===== src/rtl/gptm_pkg.sv =====
package gptm_pkg;

   localparam int ADDR_W = 3;
   localparam int CTRL_W = 6;
   localparam int NUM_FLG = 2;

   localparam logic [ADDR_W-1:0] ADR_CTRL = 3'd0;
   localparam logic [ADDR_W-1:0] ADR_REF  = 3'd1;
   localparam logic [ADDR_W-1:0] ADR_CAP  = 3'd2;
   localparam logic [ADDR_W-1:0] ADR_EVT  = 3'd3;
   localparam logic [ADDR_W-1:0] ADR_CNT  = 3'd4;

   localparam int FLG_REF = 0;
   localparam int FLG_CAP = 1;

   typedef enum logic [1:0] {
      EDGE_NONE = 2'd0,
      EDGE_RISE = 2'd1,
      EDGE_FALL = 2'd2,
      EDGE_ANY  = 2'd3
   } edge_sel_e;

   typedef struct packed {
      logic      ie_cap;
      logic      ie_ref;
      logic      restart;
      edge_sel_e edge_sel;
      logic      out_toggle;
   } ctrl_t;

endpackage


===== src/rtl/gptm_edge_det.sv =====
module gptm_edge_det
   import gptm_pkg::*;
#(
   parameter int SYNC_STAGES = 2
) (
   input  logic      clk,
   input  logic      rst_n,
   input  logic      pin,
   input  edge_sel_e sel,
   output logic      edge_ev
);

   logic [SYNC_STAGES-1:0] sync_q;
   logic                   prev_q;
   logic                   cur;
   logic                   rise;
   logic                   fall;

   generate
      if (SYNC_STAGES < 2) begin : g_bad_sync
         $error("gptm_edge_det: SYNC_STAGES must be at least 2");
      end
      for (genvar i = 0; i < SYNC_STAGES; i++) begin : g_stage
         if (i == 0) begin : g_first
            always_ff @(posedge clk or negedge rst_n) begin
               if (!rst_n) sync_q[0] <= 1'b0;
               else        sync_q[0] <= pin;
            end
         end else begin : g_next
            always_ff @(posedge clk or negedge rst_n) begin
               if (!rst_n) sync_q[i] <= 1'b0;
               else        sync_q[i] <= sync_q[i-1];
            end
         end
      end
   endgenerate

   assign cur = sync_q[SYNC_STAGES-1];

   always_ff @(posedge clk or negedge rst_n) begin
      if (!rst_n) prev_q <= 1'b0;
      else        prev_q <= cur;
   end

   assign rise = cur & ~prev_q;
   assign fall = ~cur & prev_q;

   always_comb begin
      unique case (sel)
         EDGE_RISE: edge_ev = rise;
         EDGE_FALL: edge_ev = fall;
         EDGE_ANY:  edge_ev = rise | fall;
         default:   edge_ev = 1'b0;
      endcase
   end

endmodule


===== src/rtl/gptm_counter.sv =====
module gptm_counter #(
   parameter int CNT_W = 16
) (
   input  logic             clk,
   input  logic             rst_n,
   input  logic             en,
   input  logic             restart,
   input  logic [CNT_W-1:0] ref_val,
   input  logic             ld,
   input  logic [CNT_W-1:0] ld_val,
   output logic [CNT_W-1:0] cnt,
   output logic             hit
);

   localparam logic [CNT_W-1:0] ONE = CNT_W'(1);

   generate
      if (CNT_W < 8) begin : g_bad_width
         $error("gptm_counter: CNT_W must be at least 8");
      end
   endgenerate

   assign hit = en && (cnt == ref_val);

   always_ff @(posedge clk or negedge rst_n) begin
      if (!rst_n) begin
         cnt <= '0;
      end else if (ld) begin
         cnt <= ld_val;
      end else if (en) begin
         if (restart && hit) cnt <= '0;
         else                cnt <= cnt + ONE;
      end
   end

endmodule


===== src/rtl/gptm_out_gen.sv =====
module gptm_out_gen (
   input  logic clk,
   input  logic rst_n,
   input  logic hit,
   input  logic toggle_mode,
   output logic tout,
   output logic cmp_out
);

   always_ff @(posedge clk or negedge rst_n) begin
      if (!rst_n) begin
         tout    <= 1'b1;
         cmp_out <= 1'b0;
      end else begin
         cmp_out <= hit;
         if (!toggle_mode) tout <= ~hit;
         else if (hit)     tout <= ~tout;
      end
   end

endmodule


===== src/rtl/gptm_events.sv =====
module gptm_events #(
   parameter int NFLG = 2
) (
   input  logic            clk,
   input  logic            rst_n,
   input  logic [NFLG-1:0] set,
   input  logic [NFLG-1:0] clr,
   input  logic [NFLG-1:0] ie,
   output logic [NFLG-1:0] flags,
   output logic            irq
);

   always_ff @(posedge clk or negedge rst_n) begin
      if (!rst_n) flags <= '0;
      else        flags <= (flags & ~clr) | set;
   end

   assign irq = |(flags & ie);

endmodule


===== src/rtl/gp_timer_chan.sv =====
module gp_timer_chan
   import gptm_pkg::*;
#(
   parameter int CNT_W       = 16,
   parameter int SYNC_STAGES = 2
) (
   input  logic              clk,
   input  logic              rst_n,
   input  logic              cnt_en,
   input  logic              tin,
   input  logic              wr_en,
   input  logic [ADDR_W-1:0] wr_addr,
   input  logic [CNT_W-1:0]  wr_data,
   input  logic [ADDR_W-1:0] rd_addr,
   output logic [CNT_W-1:0]  rd_data,
   output logic              tout,
   output logic              cmp_out,
   output logic              irq
);

   localparam logic [CNT_W-1:0] REF_RST = '1;

   generate
      if (CNT_W < CTRL_W) begin : g_bad_data
         $error("gp_timer_chan: CNT_W too narrow for control register");
      end
   endgenerate

   ctrl_t              ctrl_q;
   logic [CNT_W-1:0]   ref_q;
   logic [CNT_W-1:0]   cap_q;
   logic [CNT_W-1:0]   cnt_q;
   logic [NUM_FLG-1:0] flags;
   logic [NUM_FLG-1:0] flg_set;
   logic [NUM_FLG-1:0] flg_clr;
   logic [NUM_FLG-1:0] flg_ie;
   logic               hit;
   logic               cap_ev;
   logic               wr_ctrl;
   logic               wr_ref;
   logic               wr_evt;
   logic               wr_cnt;

   assign wr_ctrl = wr_en && (wr_addr == ADR_CTRL);
   assign wr_ref  = wr_en && (wr_addr == ADR_REF);
   assign wr_evt  = wr_en && (wr_addr == ADR_EVT);
   assign wr_cnt  = wr_en && (wr_addr == ADR_CNT);

   always_ff @(posedge clk or negedge rst_n) begin
      if (!rst_n) begin
         ctrl_q <= '0;
         ref_q  <= REF_RST;
      end else begin
         if (wr_ctrl) ctrl_q <= ctrl_t'(wr_data[CTRL_W-1:0]);
         if (wr_ref)  ref_q  <= wr_data;
      end
   end

   gptm_counter #(.CNT_W(CNT_W)) u_cnt (
      .clk     (clk),
      .rst_n   (rst_n),
      .en      (cnt_en),
      .restart (ctrl_q.restart),
      .ref_val (ref_q),
      .ld      (wr_cnt),
      .ld_val  (wr_data),
      .cnt     (cnt_q),
      .hit     (hit)
   );

   gptm_edge_det #(.SYNC_STAGES(SYNC_STAGES)) u_edge (
      .clk     (clk),
      .rst_n   (rst_n),
      .pin     (tin),
      .sel     (ctrl_q.edge_sel),
      .edge_ev (cap_ev)
   );

   always_ff @(posedge clk or negedge rst_n) begin
      if (!rst_n)      cap_q <= '0;
      else if (cap_ev) cap_q <= cnt_q;
   end

   gptm_out_gen u_out (
      .clk         (clk),
      .rst_n       (rst_n),
      .hit         (hit),
      .toggle_mode (ctrl_q.out_toggle),
      .tout        (tout),
      .cmp_out     (cmp_out)
   );

   always_comb begin
      flg_set          = '0;
      flg_set[FLG_REF] = hit;
      flg_set[FLG_CAP] = cap_ev;
      flg_ie           = '0;
      flg_ie[FLG_REF]  = ctrl_q.ie_ref;
      flg_ie[FLG_CAP]  = ctrl_q.ie_cap;
      flg_clr          = wr_evt ? wr_data[NUM_FLG-1:0] : '0;
   end

   gptm_events #(.NFLG(NUM_FLG)) u_evt (
      .clk   (clk),
      .rst_n (rst_n),
      .set   (flg_set),
      .clr   (flg_clr),
      .ie    (flg_ie),
      .flags (flags),
      .irq   (irq)
   );

   always_comb begin
      rd_data = '0;
      unique case (rd_addr)
         ADR_CTRL: rd_data[CTRL_W-1:0]  = ctrl_q;
         ADR_REF:  rd_data              = ref_q;
         ADR_CAP:  rd_data              = cap_q;
         ADR_EVT:  rd_data[NUM_FLG-1:0] = flags;
         ADR_CNT:  rd_data              = cnt_q;
         default:  rd_data              = '0;
      endcase
   end

endmodule


===== config.mk =====
export PLATFORM = sky130hd
export DESIGN_NAME = gp_timer_chan
export DESIGN_NICKNAME = d
export VERILOG_FILES = /design/src/rtl/gptm_pkg.sv /design/src/rtl/gptm_edge_det.sv /design/src/rtl/gptm_counter.sv /design/src/rtl/gptm_out_gen.sv /design/src/rtl/gptm_events.sv /design/src/rtl/gp_timer_chan.sv
export SDC_FILE = /design/constraint.sdc
export NUM_CORES = 1
export LEC_CHECK = 0
export BUFFER_PORTS_ARGS = -buffer_cell sky130_fd_sc_hd__buf_2
export CAP_MARGIN = 20
export CORE_UTILIZATION = 50
export CTS_BUF_LIST = sky130_fd_sc_hd__clkbuf_16
export DETAILED_ROUTE_END_ITERATION = 10
export GPL_ROUTABILITY_DRIVEN = 1
export GPL_TIMING_DRIVEN = 0
export PLACE_DENSITY = 0.71
export SYNTH_ARGS = -nofsm -noshare
export SYNTH_HDL_FRONTEND = slang
export SYNTH_HIERARCHICAL = 1
export SYNTH_SLANG_ARGS = --single-unit

===== constraint.sdc =====
create_clock -name clk -period 3.2 [get_ports clk]
set_input_delay 0.64 -clock clk [delete_from_list [all_inputs] [get_ports clk]]
set_output_delay 0.64 -clock clk [all_outputs]
set_load 0.02 [all_outputs]

# Word level (Yosys, flattened, before mapping)
# Cells that the tools add are included.
dict set report totals {
  mem_bits_ro 0
  mem_count 0
  latchBits 0
  word_cells 58
  input_bits 27
  register_bits 61
  ram_bits 0
  output_inout_bits 19
}
dict set report op_classes {
  mux 10
  eq_ne 12
  magnitude_cmp 0
  reduce_logical 10
  div 0
  bitwise_logic 11
  n_addsub 1
  shift 0
  n_mul 0
}
# operator n
set ops {}
lappend ops {{2-to-1 mux 16 bit} 3}
lappend ops {{case mux 10 bit (3 select lines)} 1}
lappend ops {{adder 16 x 1 -> 16 bit (second input constant)} 1}
lappend ops {{== test 16 bit} 1}
lappend ops {{case mux 4 bit (4 select lines)} 1}
lappend ops {{case mux 2 bit (5 select lines)} 1}
lappend ops {{== test 3 x 2 -> 1 bit (second input constant)} 3}
lappend ops {{== test 3 x 1 -> 1 bit (second input constant)} 2}
lappend ops {{== test 3 bit (second input constant)} 2}
lappend ops {{logical AND 1 bit} 6}
lappend ops {{logical NOT 3 bit} 2}
lappend ops {{AND 2 bit} 2}
lappend ops {{== test 2 bit (second input constant)} 2}
lappend ops {{inverter 1 bit} 4}
lappend ops {{case mux 1 bit (3 select lines)} 1}
lappend ops {{AND 1 bit} 2}
lappend ops {{== test 2 x 1 -> 1 bit (second input constant)} 1}
lappend ops {{2-to-1 mux 1 bit} 2}
lappend ops {{2-to-1 mux 2 bit} 1}
lappend ops {{inequality test 2 x 1 -> 1 bit (second input constant)} 1}
lappend ops {{inverter 2 bit} 1}
lappend ops {{OR 2 bit} 1}
lappend ops {{nonzero test 2 bit} 1}
lappend ops {{OR reduction 2 bit} 1}
lappend ops {{OR 1 bit} 1}

# Logic depth before layout (Yosys ltp)
dict set report logic_depth {
  word_depth 6
  mapped_depth 8
  mapped_depth_nobuf 7
}

# Hierarchy
# The synthesis kept the hierarchy.
# mod area_each_um2 cells_per_inst seq_area_each_um2 n_inst
set modules_own_cells {}
lappend modules_own_cells {gp_timer_chan 1929.4 143 970.9 1}
lappend modules_own_cells {gptm_counter 1301.2 163 400.4 1}
lappend modules_own_cells {gptm_edge_det 133.9 12 75.1 1}
lappend modules_own_cells {gptm_events 82.6 7 50.0 1}
lappend modules_own_cells {gptm_out_gen 73.8 4 51.3 1}

# Least setup slack after synthesis
# No wires, ideal clock.
dict set report synth_path {
  path_type {input to output}
  startpoint {input port rd_addr[1]}
  endpoint {output port rd_data[7]}
  t_arrival_ps 1718
  cell_stages 5
  t_required_ps 2560
  n_path_buf 2
  slack_ps 842
  path_cell_list {buf_2 -> and2b_1 -> buf_2 -> a22oi_1 -> o2bb2ai_1}
}
dict set report synth_between {
  elab_chain_cells 2
  elab_cells_between_ends 4
  classes_between {3 x eq/ne; 1 x mux}
}
# item line_no
set synth_rtl {}
lappend synth_rtl {{start: declaration} gp_timer_chan.sv:14} ;# input logic [ADDR_W-1:0] rd_addr,
lappend synth_rtl {{== test 3 bit, or another cell as far along} gp_timer_chan.sv:115} ;# unique case (rd_addr)
lappend synth_rtl {{case mux 10 bit (3 select lines) (*)} gp_timer_chan.sv:115}
lappend synth_rtl {{end: declaration} gp_timer_chan.sv:15} ;# output logic [CNT_W-1:0] rd_data,
# Every way passes the cells marked *; elsewhere a longest branch is shown, timed or not.

# Worst setup path after layout
dict set report layout_path {
  startpoint {input port rd_addr[1]}
  endpoint {output port rd_data[8]}
}
# Same word-level chain as after synthesis.

==> results.md <==
- Status: complete, no violations
- Achievable Freq: approximately 380 MHz
- Share of post-route cells with drive strength above 1: between 30% and 40%
- Crit path launch type: input pin
- P_leak: ~1.7 nW
- Synth Area in XOR/XNOR: between 3 and 4%
- CTS-repair resized insts: 0
- Post-Route WL: 9.01 mm
- Post-cts hold buffer count: 0
- Synth Flop Type: dfrtp_1
- Vias: roughly 2900
- Chip height: 85.9 µm
- Crit-path max FO: 10
- Num rows: 30
- Area share of fa/ha/maj cells after synthesis: about 1.1%
- IO Count: 46
- Routability cong.: ~0.9
- Final Hold Vio Count: 0
- Nets: approximately 410
- Post-synthesis mux area share: roughly 15%
- Yosys warnings: 6
- DP HPWL: 6.11 mm
- Final setup TNS: 0 ns
- Endpoints failing setup: 0
- Post-Synthesis Cell Area: 3520 µm²
- Cell Pwr Density: 732 nW/µm²
- Syn Area/Cell: 10.7 µm²
- Endpoint class of the critical path: output pin
- Commonest non-fill, non-tap cell in the layout: buf_2
- CTS Buffer Depth: 2
- Crit-path most repeated cell: buf_2
- CTS Root Cell: clkbuf_16
- Crit-path slowest cell: buf_2
- Clk Latency, worst-skew pair: about 0.32 ns
- Initial antenna violation count: 0
- Post-synth EDFFs: 0
- GRT overflow: 0
- Vias in the first global route: just under 3000
- WP data required: 2.56 ns
- Crit-path cells: buf_2, and2b_1, buf_2, a22oi_1, o2bb2ai_1, buf_2
- I/O Buffers: 42
- Final Skew: ~0.0040 ns
- WP data arrival: slightly below 2 ns
- Final ANT Viol Nets: 0
- CP peak stage delay: ~0.33 ns
- Full die area: roughly 7400 µm²
- Pin count of the biggest net entering global routing: 37
- Clock Pin Slew Worst Setup and Hold Paths: 0.06 ns
- Slew Limit Fails: 0
- Post-placement cell count: ~470
- Vias per cell: just under 6
- Sequential area share after synthesis: 44.0%
- Relative slew slack: between 50% and 60%
- Max Cap Viol: 0
- RSZ-0062 raised after global routing: no
- Synth Register Bits: 61
- Cell variety after synth: between 50 and 60
- Routed WL per cell: between 15 and 20 µm
- Num CTS Buffers: 9
- Fraction of the mapped netlist area in simple logic gates: 16.1%
- Gr usage total: between 20% and 30%
- Area Overhead vs Synth: 18.9%
- Post-CTS setup buffer count: 0
- 1st-pass router iterations: 5
- Non-filler cells, final: slightly below 500
- CTS tree: built
- Die X: approximately 86 µm
- Initial Util: about 52%
- Slew @ Worst Pin: 0.678 ns
- CORE AREA: about 6800 µm²
- Async SR Flop Fraction: 100%
- DRC viols: 0
- R2R depth: 8
- H-tree Lvls: 3
- Mapped Cells: 329
- Fin crit period: 2.61 ns
- # fillers: around 560
- WS Path Type: input pin to output pin
- # diodes: 0
- Largest family of logic cells by synthesized area: simple AND/OR/NAND/NOR gates
- First-pass GRT wire length: 14.8 mm
- Ratio of final minimum period to clock period: approximately four fifths
- Compound-Gate Fraction of Synth Area: ~15%
- Clock Sinks: between 60 and 70
- Syn nets: between 300 and 400
- Most frequent cells in the layout: buf_2, dfrtp_1, mux2_2
- Peak VDD IR: just under 0.5 mV
- HP Class: input pin to asynchronous set/reset pin
- Iter 0 DRT Violations: roughly 240
[layout make-up]
type / instances / area [µm²] / area share (%)
plain buffers: 21 / 113 / 2.69
clock inverters: 7 / 90.1 / 2.15
flip-flops and latches: 61 / 1550 / 37.0
multi-input cells: 231 / 1800 / 43.0
clock buffers: 9 / 225 / 5.38
well taps: 96 / 120 / 2.87
repair buffers: 43 / 230 / 5.50
inverters: 16 / 60.1 / 1.43
[per-layer routing]
layer,vias to the layer above,share of wire [%],GRT usage [%]
met4,0,1.6,9.70
met5,-,0,0
met2,114,49,43.8
met1,1417,43,34.5
met3,12,6.4,6.83
li1,1325,-,-
[registers in the layout (all words and copies together) (netlist names)]
name / count
u_edge/prev_q: 1
u_evt/flags: 2
u_out/cmp_out: 1
cap_q: 16
ref_q: 16
u_cnt/cnt: 16
u_edge/cur: 1
ctrl_q: 6
u_out/tout: 1
u_edge/sync_q: 1
[logic make-up after synthesis]
kind of cell | Yosys count
simple gates | 94
compound gates | 76
flops | 61
mux | 44
buf+inv | 37
xor+xnor | 14
fa+ha+maj | 3
[worst max-delay path: cells and delay by family]
family	cells	cell delay, ns
buffers and inverters	3	0.67
AND/OR/NAND/NOR	1	0.32
AO/OA/AOI/OAI	2	0.32
[power breakdown]
part,leakage (nW),internal [mW],switching [mW]
logic,0.933,0.395,0.409
clock network,0.151,0.676,0.350
registers,0.659,1.02,0.218
[worst paths after layout]
path                                                  from                       end  slack (ns)
worst max-delay path                            rd_addr[1]                rd_data[8]        0.59
worst min-delay path                                 rst_n  u_cnt/cnt[6]$_DFFE_PN0P_        0.33
worst max register to register   u_cnt/cnt[10]$_DFFE_PN0P_  u_cnt/cnt[6]$_DFFE_PN0P_        0.88
worst min register to register  u_edge/sync_q[0]$_DFF_PN0_      u_edge/cur$_DFF_PN0_        0.35
max in group asynchronous                            rst_n      ref_q[5]$_DFFE_PN1P_        2.20
min in group clk                u_edge/sync_q[0]$_DFF_PN0_      u_edge/cur$_DFF_PN0_        0.35
[synthesized netlist by cell type, types with 3 or more instances]
cell	count	share of area, %
o2bb2ai_1	10	2.5
nor2_1	9	0.96
nand4_1	5	0.89
xor2_1	8	2.0
mux2_2	31	9.9
a31oi_1	4	0.71
mux2i_1	3	0.85
a22oi_1	13	2.8
nor3_1	8	1.1
ha_1	3	1.1
o21ai_1	3	0.43
nand3b_1	7	1.5
o21ai_0	11	1.6
mux2_4	10	4.3
dfstp_2	17	13
clkbuf_1	11	1.2
buf_2	8	1.1
dfrtp_1	44	31
nand3_1	15	2.1
nor4_1	3	0.53
nand2_1	19	2.0
a21oi_1	10	1.4
nor2b_1	5	0.89
inv_1	16	1.7
a222oi_1	5	1.4
and3_1	4	0.71
and2_1	3	0.53
a32oi_1	7	1.7
xnor2_1	6	1.5
[per-stage QoR]
stage / hold WS (ns) / area (µm²) / utilization [%] / setup WS (ns) / power [mW]
global placement: 0.337 / 3850 / 56.7 / 0.646 / 2.00
global route: 0.372 / 4190 / 61.6 / 0.507 / 3.22
floorplan: 0.331 / 3520 / - / 0.842 / 1.78
CTS: 0.345 / 4190 / 61.6 / 0.633 / 3.07
finish: 0.326 / 4190 / 61.6 / 0.593 / 3.06
detailed placement: 0.336 / 3870 / 57.0 / 0.634 / 2.03
No activity file was read; power rests on OpenSTA's default activity.
